[config.mk]
export PLATFORM = sky130hd
export DESIGN_NAME = sgpio_stream_ctrl
export DESIGN_NICKNAME = d
export VERILOG_FILES = /design/src/rtl/sgp_pkg.sv /design/src/rtl/sgp_port_pick.sv /design/src/rtl/sgp_slot_timer.sv /design/src/rtl/sgp_regs.sv /design/src/rtl/sgp_seq.sv /design/src/rtl/sgpio_stream_ctrl.sv
export SDC_FILE = /design/constraint.sdc
export NUM_CORES = 2
export LEC_CHECK = 0
export BUFFER_PORTS_ARGS = -buffer_cell sky130_fd_sc_hd__buf_2
export CAP_MARGIN = 15
export CORE_ASPECT_RATIO = 1.75
export CORE_MARGIN = 2
export CORE_UTILIZATION = 55
export CTS_CLUSTER_DIAMETER = 80
export CTS_CLUSTER_SIZE = 14
export DETAILED_ROUTE_END_ITERATION = 8
export PLACE_DENSITY = 0.7
export SETUP_SLACK_MARGIN = 0.4
export SLEW_MARGIN = 20
export SYNTH_ARGS = -nofsm -noshare
export SYNTH_HDL_FRONTEND = slang
export SYNTH_SLANG_ARGS = --single-unit
export TNS_END_PERCENT = 100
[constraint.sdc]
create_clock -name clk -period 23.2 [get_ports clk]
set_input_delay 2.32 -clock clk [delete_from_list [all_inputs] [get_ports clk]]
set_output_delay 2.32 -clock clk [all_outputs]
set_load 0.05 [all_outputs]
[src/rtl/sgp_pkg.sv]
package sgp_pkg;

  typedef enum logic [1:0] {
    ST_IDLE  = 2'd0,
    ST_SHIFT = 2'd1,
    ST_LOAD  = 2'd2
  } sgp_state_e;

  localparam int unsigned SGP_MIN_DIV = 2;

endpackage

[src/rtl/sgp_port_pick.sv]
module sgp_port_pick #(
  parameter int NUM_PORTS = 32,
  parameter int PIDX_W    = 5
) (
  input  logic [NUM_PORTS-1:0] mask,
  input  logic [PIDX_W:0]      from_idx,
  output logic                 found,
  output logic [PIDX_W-1:0]    idx
);

  // lowest enabled port at or above from_idx
  always_comb begin
    found = 1'b0;
    idx   = '0;
    for (int i = NUM_PORTS - 1; i >= 0; i--) begin
      if (mask[i] && (i >= int'(from_idx))) begin
        found = 1'b1;
        idx   = PIDX_W'(i);
      end
    end
  end

endmodule

[src/rtl/sgp_slot_timer.sv]
module sgp_slot_timer #(
  parameter int DIV_W = 12
) (
  input  logic             clk,
  input  logic             rst_n,
  input  logic             run,
  input  logic [DIV_W-1:0] div_act,
  output logic             slot_end,
  output logic             phase_hi
);

  logic [DIV_W-1:0] cnt_q, cnt_d;
  logic             last;

  assign last     = (cnt_q == (div_act - DIV_W'(1)));
  assign slot_end = run && last;
  assign phase_hi = (cnt_q >= (div_act >> 1));

  always_comb begin
    cnt_d = cnt_q;
    if (!run)      cnt_d = '0;
    else if (last) cnt_d = '0;
    else           cnt_d = cnt_q + DIV_W'(1);
  end

  always_ff @(posedge clk or negedge rst_n) begin
    if (!rst_n) cnt_q <= '0;
    else        cnt_q <= cnt_d;
  end

  // the slot counter never passes the latched divider
  a_r5_cnt_in_range: assert property (@(posedge clk) disable iff (!rst_n)
    run |-> (cnt_q < div_act));

endmodule

[src/rtl/sgp_regs.sv]
module sgp_regs #(
  parameter int NUM_PORTS = 32,
  parameter int MAX_BITS  = 4,
  parameter int SRC_W     = 3,
  parameter int DIV_W     = 12,
  parameter int ADDR_W    = 6,
  parameter int DATA_W    = 32
) (
  input  logic                           clk,
  input  logic                           rst_n,
  input  logic                           bus_wr,
  input  logic [ADDR_W-1:0]              bus_addr,
  input  logic [DATA_W-1:0]              bus_wdata,
  output logic [DATA_W-1:0]              bus_rdata,
  input  logic                           start_done,
  input  logic                           pub_en,
  input  logic [MAX_BITS*NUM_PORTS-1:0]  pub_data,
  output logic [NUM_PORTS*MAX_BITS*SRC_W-1:0] cfg_flat,
  output logic [NUM_PORTS-1:0]           en_mask,
  output logic [((MAX_BITS>1)?$clog2(MAX_BITS):1)-1:0] bpp_m1,
  output logic                           auto_rep,
  output logic                           start_pend,
  output logic [DIV_W-1:0]               div_val
);

  localparam int CFG_W     = MAX_BITS * SRC_W;
  localparam int BPP_W     = (MAX_BITS > 1) ? $clog2(MAX_BITS) : 1;
  localparam int AUTO_BIT  = BPP_W;
  localparam int START_BIT = BPP_W + 1;
  localparam int A_MASK    = NUM_PORTS;
  localparam int A_CTRL    = NUM_PORTS + 1;
  localparam int A_DIV     = NUM_PORTS + 2;
  localparam int A_IN0     = NUM_PORTS + 4;
  localparam int IN_FLAT_W = MAX_BITS * NUM_PORTS;

  logic [CFG_W-1:0]     cfg_q [NUM_PORTS];
  logic [CFG_W-1:0]     cfg_d [NUM_PORTS];
  logic [NUM_PORTS-1:0] inw_q [MAX_BITS];
  logic [NUM_PORTS-1:0] inw_d [MAX_BITS];
  logic [NUM_PORTS-1:0] mask_q, mask_d;
  logic [BPP_W-1:0]     bpp_q, bpp_d;
  logic                 auto_q, auto_d;
  logic                 pend_q, pend_d;
  logic [DIV_W-1:0]     div_q, div_d;
  logic [IN_FLAT_W-1:0] inw_flat;
  logic                 wr_ctrl;

  assign wr_ctrl = bus_wr && (int'(bus_addr) == A_CTRL);

  // next-state for all programmable and captured state
  always_comb begin
    cfg_d  = cfg_q;
    inw_d  = inw_q;
    mask_d = mask_q;
    bpp_d  = bpp_q;
    auto_d = auto_q;
    div_d  = div_q;
    pend_d = pend_q;
    if (start_done) pend_d = 1'b0;
    if (bus_wr) begin
      for (int p = 0; p < NUM_PORTS; p++) begin
        if (int'(bus_addr) == p) cfg_d[p] = bus_wdata[CFG_W-1:0];
      end
      if (int'(bus_addr) == A_MASK) mask_d = bus_wdata[NUM_PORTS-1:0];
      if (int'(bus_addr) == A_DIV)  div_d  = bus_wdata[DIV_W-1:0];
    end
    if (wr_ctrl) begin
      bpp_d  = bus_wdata[BPP_W-1:0];
      auto_d = bus_wdata[AUTO_BIT];
      if (bus_wdata[START_BIT]) pend_d = 1'b1;
    end
    if (pub_en) begin
      for (int b = 0; b < MAX_BITS; b++) begin
        inw_d[b] = pub_data[b*NUM_PORTS +: NUM_PORTS];
      end
    end
  end

  always_ff @(posedge clk or negedge rst_n) begin
    if (!rst_n) begin
      for (int p = 0; p < NUM_PORTS; p++) cfg_q[p] <= '0;
      for (int b = 0; b < MAX_BITS; b++)  inw_q[b] <= '0;
      mask_q <= '0;
      bpp_q  <= '0;
      auto_q <= 1'b0;
      pend_q <= 1'b0;
      div_q  <= '0;
    end else begin
      cfg_q  <= cfg_d;
      inw_q  <= inw_d;
      mask_q <= mask_d;
      bpp_q  <= bpp_d;
      auto_q <= auto_d;
      pend_q <= pend_d;
      div_q  <= div_d;
    end
  end

  // read mux
  always_comb begin
    bus_rdata = '0;
    for (int p = 0; p < NUM_PORTS; p++) begin
      if (int'(bus_addr) == p) bus_rdata[CFG_W-1:0] = cfg_q[p];
    end
    if (int'(bus_addr) == A_MASK) bus_rdata[NUM_PORTS-1:0] = mask_q;
    if (int'(bus_addr) == A_CTRL) begin
      bus_rdata[BPP_W-1:0]  = bpp_q;
      bus_rdata[AUTO_BIT]   = auto_q;
      bus_rdata[START_BIT]  = pend_q;
    end
    if (int'(bus_addr) == A_DIV) bus_rdata[DIV_W-1:0] = div_q;
    for (int b = 0; b < MAX_BITS; b++) begin
      if (int'(bus_addr) == A_IN0 + b) bus_rdata[NUM_PORTS-1:0] = inw_q[b];
    end
  end

  for (genvar gp = 0; gp < NUM_PORTS; gp++) begin : g_cfg
    assign cfg_flat[gp*CFG_W +: CFG_W] = cfg_q[gp];
  end
  for (genvar gb = 0; gb < MAX_BITS; gb++) begin : g_inw
    assign inw_flat[gb*NUM_PORTS +: NUM_PORTS] = inw_q[gb];
  end

  assign en_mask    = mask_q;
  assign bpp_m1     = bpp_q;
  assign auto_rep   = auto_q;
  assign start_pend = pend_q;
  assign div_val    = div_q;

  // readable input words move only when a frame publishes
  a_r7_publish_only: assert property (@(posedge clk) disable iff (!rst_n)
    !$stable(inw_flat) |-> $past(pub_en));

  // a start write is always seen as pending on the next cycle
  a_r9_start_latched: assert property (@(posedge clk) disable iff (!rst_n)
    (wr_ctrl && bus_wdata[START_BIT]) |=> start_pend);

endmodule

[src/rtl/sgp_seq.sv]
module sgp_seq
  import sgp_pkg::*;
#(
  parameter int NUM_PORTS = 32,
  parameter int MAX_BITS  = 4,
  parameter int SRC_W     = 3,
  parameter int DIV_W     = 12
) (
  input  logic                                 clk,
  input  logic                                 rst_n,
  input  logic [NUM_PORTS*MAX_BITS*SRC_W-1:0]  cfg_flat,
  input  logic [NUM_PORTS-1:0]                 en_mask,
  input  logic [((MAX_BITS>1)?$clog2(MAX_BITS):1)-1:0] bpp_m1,
  input  logic                                 auto_rep,
  input  logic                                 start_pend,
  input  logic [DIV_W-1:0]                     div_val,
  input  logic                                 ser_din,
  output logic                                 ser_clk,
  output logic                                 ser_dout,
  output logic                                 ser_load,
  output logic                                 start_done,
  output logic                                 pub_en,
  output logic [MAX_BITS*NUM_PORTS-1:0]        pub_data
);

  localparam int CFG_W  = MAX_BITS * SRC_W;
  localparam int BPP_W  = (MAX_BITS > 1) ? $clog2(MAX_BITS) : 1;
  localparam int PIDX_W = (NUM_PORTS > 1) ? $clog2(NUM_PORTS) : 1;
  localparam int SH_W   = MAX_BITS * NUM_PORTS;

  sgp_state_e           state_q, state_d;
  logic [PIDX_W-1:0]    port_q, port_d;
  logic [BPP_W-1:0]     bit_q, bit_d;
  logic [NUM_PORTS-1:0] mask_q, mask_d;
  logic [BPP_W-1:0]     bpp_q, bpp_d;
  logic [DIV_W-1:0]     div_q, div_d;
  logic [SH_W-1:0]      shadow_q, shadow_d;

  logic                 slot_end, phase_hi, run;
  logic                 begin_frame, go;
  logic [NUM_PORTS-1:0] pick_mask;
  logic [PIDX_W:0]      pick_from;
  logic                 pick_found;
  logic [PIDX_W-1:0]    pick_idx;
  logic [DIV_W-1:0]     div_eff;

  assign run         = (state_q != ST_IDLE);
  assign go          = auto_rep || start_pend;
  assign begin_frame = ((state_q == ST_IDLE) && go) ||
                       ((state_q == ST_LOAD) && slot_end && auto_rep);
  assign pick_mask   = begin_frame ? en_mask : mask_q;
  assign pick_from   = begin_frame ? '0 : ({1'b0, port_q} + (PIDX_W+1)'(1));
  assign div_eff     = (div_val < DIV_W'(SGP_MIN_DIV)) ? DIV_W'(SGP_MIN_DIV) : div_val;

  sgp_slot_timer #(.DIV_W(DIV_W)) u_timer (
    .clk      (clk),
    .rst_n    (rst_n),
    .run      (run),
    .div_act  (div_q),
    .slot_end (slot_end),
    .phase_hi (phase_hi)
  );

  sgp_port_pick #(.NUM_PORTS(NUM_PORTS), .PIDX_W(PIDX_W)) u_pick (
    .mask     (pick_mask),
    .from_idx (pick_from),
    .found    (pick_found),
    .idx      (pick_idx)
  );

  always_comb begin
    state_d  = state_q;
    port_d   = port_q;
    bit_d    = bit_q;
    mask_d   = mask_q;
    bpp_d    = bpp_q;
    div_d    = div_q;
    shadow_d = shadow_q;
    if (begin_frame) begin
      mask_d   = en_mask;
      bpp_d    = bpp_m1;
      div_d    = div_eff;
      shadow_d = '0;
      bit_d    = '0;
      if (pick_found) begin
        state_d = ST_SHIFT;
        port_d  = pick_idx;
      end else begin
        state_d = ST_LOAD;
        port_d  = '0;
      end
    end else begin
      unique case (state_q)
        ST_SHIFT: begin
          if (slot_end) begin
            shadow_d[int'(bit_q)*NUM_PORTS + int'(port_q)] = ser_din;
            if (bit_q != bpp_q) begin
              bit_d = bit_q + BPP_W'(1);
            end else if (pick_found) begin
              port_d = pick_idx;
              bit_d  = '0;
            end else begin
              state_d = ST_LOAD;
            end
          end
        end
        ST_LOAD: begin
          if (slot_end) state_d = ST_IDLE;
        end
        default: ;
      endcase
    end
  end

  always_ff @(posedge clk or negedge rst_n) begin
    if (!rst_n) begin
      state_q  <= ST_IDLE;
      port_q   <= '0;
      bit_q    <= '0;
      mask_q   <= '0;
      bpp_q    <= '0;
      div_q    <= '0;
      shadow_q <= '0;
    end else begin
      state_q  <= state_d;
      port_q   <= port_d;
      bit_q    <= bit_d;
      mask_q   <= mask_d;
      bpp_q    <= bpp_d;
      div_q    <= div_d;
      shadow_q <= shadow_d;
    end
  end

  assign ser_clk    = (state_q == ST_SHIFT) && phase_hi;
  assign ser_load   = (state_q == ST_LOAD);
  assign ser_dout   = (state_q == ST_SHIFT) &&
                      cfg_flat[int'(port_q)*CFG_W + int'(bit_q)*SRC_W];
  assign start_done = (state_q == ST_LOAD) && slot_end;
  assign pub_en     = start_done;
  assign pub_data   = shadow_q;

  // the load slot keeps clock and data quiet
  a_r6_load_quiet: assert property (@(posedge clk) disable iff (!rst_n)
    ser_load |-> (!ser_clk && !ser_dout));

  // only enabled ports occupy data slots
  a_r2_port_enabled: assert property (@(posedge clk) disable iff (!rst_n)
    (state_q == ST_SHIFT) |-> mask_q[port_q]);

  // bit index stays within the latched bits-per-port
  a_r4_bit_in_range: assert property (@(posedge clk) disable iff (!rst_n)
    (state_q == ST_SHIFT) |-> (bit_q <= bpp_q));

  // auto-repeat leaves no idle cycle between frames
  a_r8_back_to_back: assert property (@(posedge clk) disable iff (!rst_n)
    ((state_q == ST_LOAD) && slot_end && auto_rep) |=> (state_q != ST_IDLE));

  // a pending start clears only as a load slot finishes
  a_r9_clear_at_load: assert property (@(posedge clk) disable iff (!rst_n)
    $fell(start_pend) |-> $past(start_done));

endmodule

[src/rtl/sgpio_stream_ctrl.sv]
module sgpio_stream_ctrl #(
  parameter int NUM_PORTS = 32,
  parameter int MAX_BITS  = 4,
  parameter int SRC_W     = 3,
  parameter int DIV_W     = 12,
  parameter int ADDR_W    = 6,
  parameter int DATA_W    = 32
) (
  input  logic              clk,
  input  logic              rst_n,
  input  logic              bus_wr,
  input  logic [ADDR_W-1:0] bus_addr,
  input  logic [DATA_W-1:0] bus_wdata,
  output logic [DATA_W-1:0] bus_rdata,
  output logic              ser_clk,
  output logic              ser_dout,
  output logic              ser_load,
  input  logic              ser_din
);

  localparam int CFG_W = MAX_BITS * SRC_W;
  localparam int BPP_W = (MAX_BITS > 1) ? $clog2(MAX_BITS) : 1;
  localparam int SH_W  = MAX_BITS * NUM_PORTS;

  logic                       rst_meta_n, rst_sync_n;
  logic [NUM_PORTS*CFG_W-1:0] cfg_flat;
  logic [NUM_PORTS-1:0]       en_mask;
  logic [BPP_W-1:0]           bpp_m1;
  logic                       auto_rep, start_pend, start_done, pub_en;
  logic [DIV_W-1:0]           div_val;
  logic [SH_W-1:0]            pub_data;

  // asynchronous assert, synchronous release
  always_ff @(posedge clk or negedge rst_n) begin
    if (!rst_n) begin
      rst_meta_n <= 1'b0;
      rst_sync_n <= 1'b0;
    end else begin
      rst_meta_n <= 1'b1;
      rst_sync_n <= rst_meta_n;
    end
  end

  sgp_regs #(
    .NUM_PORTS(NUM_PORTS), .MAX_BITS(MAX_BITS), .SRC_W(SRC_W),
    .DIV_W(DIV_W), .ADDR_W(ADDR_W), .DATA_W(DATA_W)
  ) u_regs (
    .clk        (clk),
    .rst_n      (rst_sync_n),
    .bus_wr     (bus_wr),
    .bus_addr   (bus_addr),
    .bus_wdata  (bus_wdata),
    .bus_rdata  (bus_rdata),
    .start_done (start_done),
    .pub_en     (pub_en),
    .pub_data   (pub_data),
    .cfg_flat   (cfg_flat),
    .en_mask    (en_mask),
    .bpp_m1     (bpp_m1),
    .auto_rep   (auto_rep),
    .start_pend (start_pend),
    .div_val    (div_val)
  );

  sgp_seq #(
    .NUM_PORTS(NUM_PORTS), .MAX_BITS(MAX_BITS), .SRC_W(SRC_W), .DIV_W(DIV_W)
  ) u_seq (
    .clk        (clk),
    .rst_n      (rst_sync_n),
    .cfg_flat   (cfg_flat),
    .en_mask    (en_mask),
    .bpp_m1     (bpp_m1),
    .auto_rep   (auto_rep),
    .start_pend (start_pend),
    .div_val    (div_val),
    .ser_din    (ser_din),
    .ser_clk    (ser_clk),
    .ser_dout   (ser_dout),
    .ser_load   (ser_load),
    .start_done (start_done),
    .pub_en     (pub_en),
    .pub_data   (pub_data)
  );

endmodule

Word-level counts from Yosys, hierarchy flattened

Index checks and enable logic that the tools add are counted.

Muxes and demuxes: 138
Add/sub/neg operators: 6
Eq/ne operators: 47
Order comparisons: 37
Multiply operators: 2
Reduce and logical (&&, ||, !) cells: 88

Operator list:

| cell                                                                | count |
|---|---|
| two-way mux 12 bit                                                  | 36 |
| two-way mux 128 bit                                                 | 3 |
| two-way mux 32 bit                                                  | 6 |
| two-way mux 5 bit                                                   | 38 |
| == test 6 bit (second input constant)                               | 23 |
| bitwise mux 128 bit                                                 | 1 |
| greater-or-equal comparator 5 x 6 -> 1 bit (first input constant)   | 16 |
| AND reduction 2 bit                                                 | 35 |
| == test 6 x 5 -> 1 bit (second input constant)                      | 8 |
| greater-or-equal comparator 4 x 6 -> 1 bit (first input constant)   | 8 |
| logical AND 1 bit                                                   | 40 |
| two-way mux 1 bit                                                   | 38 |
| adder 32 bit                                                        | 1 |
| greater-or-equal comparator 32 x 1 -> 1 bit (second input constant) | 1 |
| less-than comparator 32 x 11 -> 1 bit (second input constant)       | 1 |
| less-than comparator 32 x 9 -> 1 bit (second input constant)        | 1 |
| == test 6 x 4 -> 1 bit (second input constant)                      | 4 |
| greater-or-equal comparator 3 x 6 -> 1 bit (first input constant)   | 4 |
| two-way mux 2 bit                                                   | 11 |
| adder 12 x 1 -> 12 bit (second input constant)                      | 1 |
| == test 12 bit                                                      | 1 |
| == test 6 x 3 -> 1 bit (second input constant)                      | 2 |
| greater-or-equal comparator 1 x 6 -> 1 bit (first input constant)   | 2 |
| greater-or-equal comparator 12 x 11 -> 1 bit                        | 1 |
| 28 further kinds                                                    | 36 |

Output and inout port bits: 35
Register bits after elaboration: 757
Input port bits: 42

Logic depth before layout (Yosys ltp)

Gate-level depths: netlist of run 1.

Depth after elaboration: 46
Depth in mapped cells: 17

Cells and area by module

From an unflattened synthesis of run 1, not the netlist that was laid out.

Cells, all modules: 3685
Area, all modules: 40837.9 µm²

Modules (own cells, without submodules):

| module            | seq. area each (µm²) | times used | cells each | area each (µm²) |
|---|---|---|---|---|
| sgp_regs          | 14013.4              | 1          | 2144       | 26709.4 |
| sgp_seq           | 4579.4               | 1          | 1199       | 11617.4 |
| sgp_slot_timer    | 300.3                | 1          | 160        | 1336.3 |
| sgp_port_pick     | 0.0                  | 1          | 179        | 1121.1 |
| sgpio_stream_ctrl | 50.0                 | 1          | 3          | 53.8 |

Worst setup path before layout of run 1

No wires, ideal clock.

Kind: input to output
Start point: input port bus_addr[0]
End point: output port bus_rdata[0]
Path buffers: 6
Setup slack: 14.844 ns
Cell stages on the path: 10
Arrival: 6.036 ns
Path through: buf_1 -> clkbuf_1 -> clkbuf_1 -> buf_1 -> clkbuf_1 -> buf_1 -> mux2i_1 -> o21ai_0 -> o221ai_1 -> o21ai_0

Word-level cells in the longest chain between the ends: 40
Elaborated cells on any way between the ends: 78

Ends and longest elaborated chain:

| item                             | line                    | RTL |
|---|---|---|
| start: declaration               | sgpio_stream_ctrl.sv:12 | `input logic [ADDR_W-1:0] bus_addr,` |
| logical NOT 6 bit                | sgp_regs.sv:103         | `if (int'(bus_addr) == p) bus_rdata[CFG_W-1:0] = cfg_q[p];` |
| two-way mux 12 bit (32 in a row) | sgp_regs.sv:103         |  |
| two-way mux 32 bit               | sgp_regs.sv:105         | `if (int'(bus_addr) == A_MASK) bus_rdata[NUM_PORTS-1:0] = mask_q;` |
| two-way mux 4 bit                | sgp_regs.sv:106         | `if (int'(bus_addr) == A_CTRL) begin` |
| two-way mux 12 bit               | sgp_regs.sv:111         | `if (int'(bus_addr) == A_DIV) bus_rdata[DIV_W-1:0] = div_q;` |
| two-way mux 32 bit (3 in a row)  | sgp_regs.sv:113         | `if (int'(bus_addr) == A_IN0 + b) bus_rdata[NUM_PORTS-1:0] = inw_q[b];` |
| two-way mux 32 bit (*)           | sgp_regs.sv:113         |  |
| end: declaration                 | sgpio_stream_ctrl.sv:14 | `output logic [DATA_W-1:0] bus_rdata,` |

Every way passes the cells marked *; elsewhere a longest branch is shown, timed or not.

Final worst setup path of run 1

Start point: input port bus_addr[1]
End point: output port bus_rdata[0]

The elaborated chain is that of the path after synthesis.

==> summary.md, run 1 <==
| Metric | Value |
|---|---|
| First-pass GRT wire length | `218000 microns` |
| Worst Hold Margin | `342 ps` |
| 1st-iter DRT viols | `3277` |
| Fin Setup TNS | `0 ps` |
| Layout cells sized above 1 | `28.4%` |
| Final setup fails | `0` |
| Synth cell types | `88` |
| Max-slew violation count | `0` |
| RSZ-0062 raised after global routing | `no` |
| Non-Filler Instances | `4307` |
| Most frequent cells in the layout | `dfrtp_1, mux2_2, nand2_1` |
| Synth async-reset ratio | `100%` |
| Slew HR | `17.8%` |
| CP Data Required Time | `20880 ps` |
| Tcrit/Tclk final | `43.0%` |
| Critical Path AT | `7660 ps` |
| Post-DRT Antenna Nets | `0` |
| Final nets | `3450` |
| Final Hold Vio Count | `0` |
| CTS tree | `yes` |
| Chip Width | `207 microns` |
| Skew-Pair Late Insertion Delay | `690 ps` |
| Leakage power | `0.0188 uW` |
| Pwr dens | `89.8 nW/um^2` |
| Number of global-route vias before repair | `32100` |
| Min-delay worst type | `flop to async pin` |
| Post-synthesis sequential area ratio | `47.8%` |
| Inserted Clock Buffers | `60` |
| Final WS setup | `13220 ps` |
| Die height | `359 microns` |
| Setup Buffers After CTS | `0` |
| Post-synth EDFFs | `0` |
| Commonest non-fill, non-tap cell in the layout | `dfrtp_1` |
| Critical path peak fanout | `59` |
| Status | `complete, no violations` |
| Placed cells | `4232` |
| Io pins | `77` |
| CP Class | `input port to output pin` |
| CTS Root Cell | `clkbuf_16` |
| Port buffer count | `76` |
| GRT Total Usage | `40.7%` |
| # DRC | `0` |
| TritonCTS Sinks | `757` |
| FF+latch count, synth | `757` |
| Dominant cell type by area after synthesis | `dfrtp_1` |
| Reg clk slew, reported paths | `70 ps` |
| Post-synth top area share | `47.8%` |
| Crit. End Element | `output pin` |
| Pre-CTS setup slack | `13390 ps` |
| Min cycle time layout | `9980 ps` |
| Total of max-cap violations | `0` |
| Wire per inst | `34.7 microns` |
| Drt pass-1 iters | `7` |
| Grt ovf | `0` |
| Row Count | `130` |
| VDD IR-drop max | `0.124 mV` |
| Routed vias/inst | `7.12` |
| Yosys warns | `0` |
| Cell count after synthesis | `3465` |
| Area delta synth->final | `6.44%` |
| Slew @ Worst Pin | `1230 ps` |
| DIE AREA | `74300 sq um` |
| DRT Wirelength | `149000 microns` |
| Post-Syn Area | `39600 sq um` |
| Initial antenna violation count | `8` |
| Htree depth | `2` |
| Critical Path Start Type | `input port` |
| Fmax | `100 MHz` |
| Syn Area/Cell | `11.4 sq um` |
| Pin count of the biggest net entering global routing | `212` |
| Max Clock Skew | `20.3 ps` |
| Core Area | `71600 sq um` |
| Hold_buf cts | `0` |
| DR vias | `30700` |
| Synth Flop Type | `dfrtp_1` |
| Routability Congestion | `1.04` |
| Starting Density | `55.3%` |
| Clk buf depth | `3` |
| DP HPWL | `104000 microns` |
| Synth area leaders | `dfrtp_1, mux2_2, mux4_2, o21ai_0, a21oi_1` |
| Mapped Nets | `3544` |
| Post_cts resized | `0` |
[synthesized netlist by cell type, drive strengths merged, types with 35 or more instances]
library cell	number
a22oi	86
mux2	579
a31oi	37
o21ai	245
mux4	142
buf	79
ha	35
nand2	256
nand3	169
nor2	157
a21oi	221
mux2i	49
inv	39
clkbuf	214
dfrtp	757
[per-stage QoR]
stage | utilization (%) | total power (uW) | cell area (sq um)
final | 58.9 | 3780 | 42200
after global routing | 58.9 | 3910 | 42100
after CTS | 58.8 | 3750 | 42100
after detailed placement | 56.6 | 2810 | 40500
after global placement | 56.6 | 2780 | 40500
after floorplan | - | 2430 | 39600
[sequential cells by signal, indices dropped and copies added (netlist names)]
register and cells:
u_regs.cfg_flat 384, u_seq.state_q 2, u_seq.mask_q 32, u_seq.pub_data 128
u_regs.en_mask 32, u_seq.div_q 12, u_regs.start_pend 1, u_seq.bpp_q 2
u_regs.inw_flat 128, rst_sync_n 1, u_seq.port_q 5, u_seq.u_timer.cnt_q 12
rst_meta_n 1, u_regs.div_val 12, u_regs.bpp_m1 2, u_regs.auto_rep 1
u_seq.bit_q 2
[path summary, 6_finish.rpt]
path                                 from                   to  slack (ps)  cells after the start
min reg2reg                    rst_sync_n  u_regs.cfg_flat[79]         340                      0
max                           bus_addr[1]         bus_rdata[0]       13220                     14
max reg2reg                u_seq.div_q[1]    u_seq.pub_data[5]       18020                     11
min in group clk               rst_meta_n           rst_sync_n         350                      0
max in group asynchronous      rst_sync_n     u_seq.mask_q[19]       19750                      3
min                            rst_sync_n  u_regs.cfg_flat[79]         340                      0
[metal layers]
layer  vias up  share of wire (%)  global-route usage [%]
li1      12600                  -                       -
met1     15700                 31                    41.6
met2      1669                 50                    68.1
met3       739                6.7                    7.70
met4         8                 12                    39.5
met5         -              0.036                       0
[final cells by class]
type	instances	area, sq um
antenna	5	12.5
fill	5888	29400
sequential	757	19000
tap	924	1160
clock inverter	4	56.3
clock buffer	65	1520
inverter	39	146
multi-input combinational	2376	19400
timing repair buffer	137	886
[cells by family after synthesis]
logic type	synth area share (%)
buf+inv	3.32
other cells	0.00947
compound gates	12.3
flops	47.8
mux	25.8
xor+xnor	0.752
simple gates	8.80
fa+ha+maj	1.21
[worst max-delay path, cell delays in order]
cell and delay [ps]:
buf_4 490, buf_4 750, nand2_1 600, nor2_1 890, a22oi_1 210, a31oi_1 210, a211o_1 180, a222oi_1 110
o21ai_0 260, o211ai_1 170, a222oi_1 390, a2111oi_0 140, o21ai_0 500, buf_2 370
[power breakdown]
group / leakage (uW) / internal, uW / switching, uW
clock: 0.000773 / 461 / 481
combinational: 0.00776 / 447 / 738
sequential: 0.0102 / 1460 / 200
No activity file was read; power rests on OpenSTA's default activity.
==> run 2, diff against run 1 <==
Settings changed: ABC_AREA from default to 1, PLACE_DENSITY 0.7 to 0.67.
Clock period 23.2 ns to 9.9 ns, I/O delays scaled along.
==> run 2 against run 1 <==
Effect of this change:
- the run now ends with design-rule violations left
- power rose by 71%
- first-iteration DRC count rose by 26%
- clock power rose by 140%
- utilization fell by 0.052 points
- non-clock buffer count fell by 5
- synthesized area fell by 3.4%
- worst setup slack got worse by 11000 ps
- critical path depth fell by 1
- critical path type is now flop to output pin
- critical endpoint is now ser_dout
- largest cell class is now registers
- largest power group unchanged
- highest routed layer unchanged
==> summary.md, run 2 <==
| Metric | Value |
|---|---|
| Tcrit/Tclk final | `73.1%` |
| Post-synth EDFFs | `0 (unchanged)` |
| Io pins | `77 (unchanged)` |
| Yosys warns | `0 (unchanged)` |
| # DRC | `5 (+5)` |
| Routed vias/inst | `6.29 (-12%)` |
| Commonest non-fill, non-tap cell in the layout | `nand2_1` |
| Switching power | `1870 uW (+32%)` |
| Final nets | `4880 (+41%)` |
| Starting Density | `55.3% (about the same)` |
| Status | `complete, but fails checks` |
| Crit. End Element | `output pin` |
| Post-synthesis sequential area ratio | `49.5% (+1.7 points)` |
| Final setup fails | `0 (unchanged)` |
| Comb power frac | `9.8% (-22 points)` |
| Fill cells | `6531 (+11%)` |
| R2R Path Start | `u_seq.div_q[0]` |
| Synth cell types | `60 (-32%)` |
| Final WS setup | `2660 ps (-10560 ps)` |
| Pre-CTS setup slack | `3320 ps (-10070 ps)` |
| Clk buf depth | `3 (unchanged)` |
| VDD IR-drop max | `0.157 mV (+26%)` |
| Inserted Clock Buffers | `60 (unchanged)` |
| Clk network pwr share | `34.3% (+9.4 points)` |
| Routability Congestion | `1.18 (+13%)` |
| Pin count of the biggest net entering global routing | `168 (-21%)` |
| Skew-Pair Late Insertion Delay | `680 ps (about the same)` |
| Dominant cell type by area after synthesis | `dfrtp_1` |
| Wire per inst | `27.1 microns (-22%)` |
| Post-Syn Area | `38300 sq um (-3.4%)` |
| Multi-input gate area | `16600 sq um (-14%)` |
| Final Hold Vio Count | `0 (unchanged)` |
| CTS Root Cell | `clkbuf_16` |
| Fmax | `138 MHz` |
| 1st-iter DRT viols | `4136 (+26%)` |
| RSZ-0062 raised after global routing | `no` |
| Critical Path Start Type | `flop` |
| Mapped Nets | `4996 (+41%)` |
| Drt pass-1 iters | `9 (+2)` |
| Number of global-route vias before repair | `34800 (+8.3%)` |
| Sw Share | `29.0% (-8.5 points)` |
| Most frequent cells in the layout | `nand2_1, o21ai_0, dfrtp_1` |
| Failing checks | `design-rule violations` |
| Slew HR | `20.8% (+3.0 points)` |
| Total of max-cap violations | `0 (unchanged)` |
| Layout cells sized above 1 | `6.14% (-22 points)` |
| Post-synth top area share | `49.5% (+1.7 points)` |
| Power, Total | `6470 uW (+71%)` |
| Min cycle time layout | `7240 ps` |
| Critical Path AT | `6250 ps (-1410 ps)` |
| Cell count after synthesis | `4917 (+42%)` |
| Htree depth | `2 (unchanged)` |
| Max Clock Skew | `33.0 ps (+12.8 ps)` |
| Max-slew violation count | `0 (unchanged)` |
| Reg2reg end | `u_seq.port_q[1]` |
| Hold_buf cts | `0 (unchanged)` |
| Synth area leaders | `dfrtp_1, nand2_1, o21ai_0, inv_1, clkbuf_1` |
| Row Count | `128 (-1.5%)` |
| Post_cts resized | `0 (unchanged)` |
| GRT Total Usage | `43.7% (+3.0 points)` |
| R2r worst-path depth | `33 (+22)` |
| CP Class | `flop to output pin` |
| Setup Buffers After CTS | `0 (unchanged)` |
| Post-DRT Antenna Nets | `0 (unchanged)` |
| Initial antenna violation count | `14 (+6)` |
| Leakage power | `0.0197 uW (+5.0%)` |
| Grt ovf | `0 (unchanged)` |
| Synth Flop Type | `dfrtp_1` |
| DIE AREA | `71800 sq um (-3.3%)` |
| Worst reg2reg setup slack | `4690 ps (-13330 ps)` |
| First-pass GRT wire length | `228000 microns (+5.0%)` |
| Critical path peak fanout | `85 (+44%)` |
| CP Data Required Time | `8910 ps (-11970 ps)` |
| Port buffer count | `76 (unchanged)` |
| Syn Area/Cell | `7.78 sq um (-32%)` |
| Core Area | `69200 sq um (-3.3%)` |
| FF+latch count, synth | `757 (unchanged)` |
| Register area | `19000 sq um (unchanged)` |
| Reg clk slew, reported paths | `70 ps (about the same)` |
| Synth async-reset ratio | `100% (unchanged)` |
| Number of flip-flops under the largest register name | `384 (unchanged)` |
| Cell Int Power | `4600 uW (+94%)` |
| Synth top cells by count | `nand2_1, o21ai_0, dfrtp_1` |
| Power share of the sequential group | `55.9% (+12 points)` |
| Worst Hold Margin | `87.2 ps (-255 ps)` |
| DR vias | `36000 (+17%)` |
| Pwr dens | `159 nW/um^2 (+77%)` |
| Min-delay worst type | `input port to async pin` |
| Fin Setup TNS | `0 ps (unchanged)` |
| Count leader, synth | `nand2_1` |
| Area delta synth->final | `6.41% (about the same)` |
| Chip Width | `203 microns (-1.7%)` |
| TritonCTS Sinks | `757 (unchanged)` |
| CTS tree | `yes` |
| Die height | `353 microns (-1.7%)` |
| DP HPWL | `101000 microns (-2.3%)` |
| DRT Wirelength | `155000 microns (+3.7%)` |
| Slew @ Worst Pin | `1190 ps (-44.8 ps)` |
[run 2: cell types whose count changed after synthesis, sizes merged, moves of 18 or more]
| cell | delta |
|---|---|
| mux4 | -142 |
| inv | +377 |
| and2 | -25 |
| a22oi | -78 |
| nor2 | +83 |
| nand4 | +73 |
| mux2i | -46 |
| a21o | -18 |
| buf | -58 |
| a31oi | +92 |
| clkbuf | +75 |
| nand2 | +1202 |
| o21ai | +616 |
| mux2 | -564 |
[run 2: worst max-delay path: stages, from the launching register on]
cell and delay (ps):
dfrtp_4 630, inv_4 670, ha_2 790, clkinv_2 740, buf_4 490, a32o_1 320, o21ai_0 150, o221ai_1 330
nand3_1 190, nand3_1 210, nand3b_1 150, nand2_1 60, a211oi_1 400, buf_2 350
[run 2: cells by family after synthesis]
| logic type | after synthesis | synth area share [%] |
|---|---|---|
| AND/OR/NAND/NOR | 1984 | 21.2 |
| AO/OA/AOI/OAI | 1369 | 19.8 |
| flip-flops | 757 | 49.5 |
| buffers and inverters | 732 | 7.27 |
| adder cells (fa/ha/maj) | 37 | 1.25 |
| XOR/XNOR | 19 | 0.435 |
| multiplexers | 18 | 0.520 |
| other | 1 | 0.00980 |
[run 2: area by class of cell]
| type | instances | area share (%) |
|---|---|---|
| Clock buffer | 64 | 3.78 |
| Timing Repair Buffer | 132 | 2.07 |
| Tap cell | 910 | 2.80 |
| Sequential cell | 757 | 46.5 |
| Multi-Input combinational cell | 3428 | 40.8 |
| Inverter | 422 | 3.92 |
| Clock inverter | 1 | 0.0399 |
| Antenna cell | 8 | 0.0492 |
[run 2: power groups by stage]
stage	clock (uW)	sequential (uW)	combinational, uW
detailed placement	0	3640	612
global placement	0	3640	595
floorplan	0	3550	378
global route	2350	3620	703
CTS	2230	3590	612
finish	2220	3610	635
[run 2: routing by layer]
metal  wire length (microns)  vias to the layer above  track usage, %
met2                   72700                     2000            70.3
met1                   49200                    17000            45.1
met3                   13700                      840            12.1
met5                      87                        -               0
met4                   19200                       12            43.2
li1                        -                    16100               -
[run 2: how the worst max path moves through the flow]
stage                            endpoint           start  slack [ps]
after global routing             ser_dout  u_seq.bit_q[0]        2440
after detailed placement     bus_rdata[4]     bus_addr[5]        3320
after floorplan           u_regs.auto_rep      rst_sync_n        2600
final                            ser_dout  u_seq.bit_q[0]        2660
after CTS                        ser_dout  u_seq.bit_q[0]        3010
after global placement       bus_rdata[4]     bus_addr[5]        3380
[run 2: per-stage QoR]
stage               std cells  cell area (sq um)  utilization (%)
detailed placement       5649              39100             56.6
CTS                      5714              40700             58.8
finish                   5722              40700             58.8
floorplan                4917              38300                -
global placement         5649              39100             56.6
global route             5715              40700             58.8
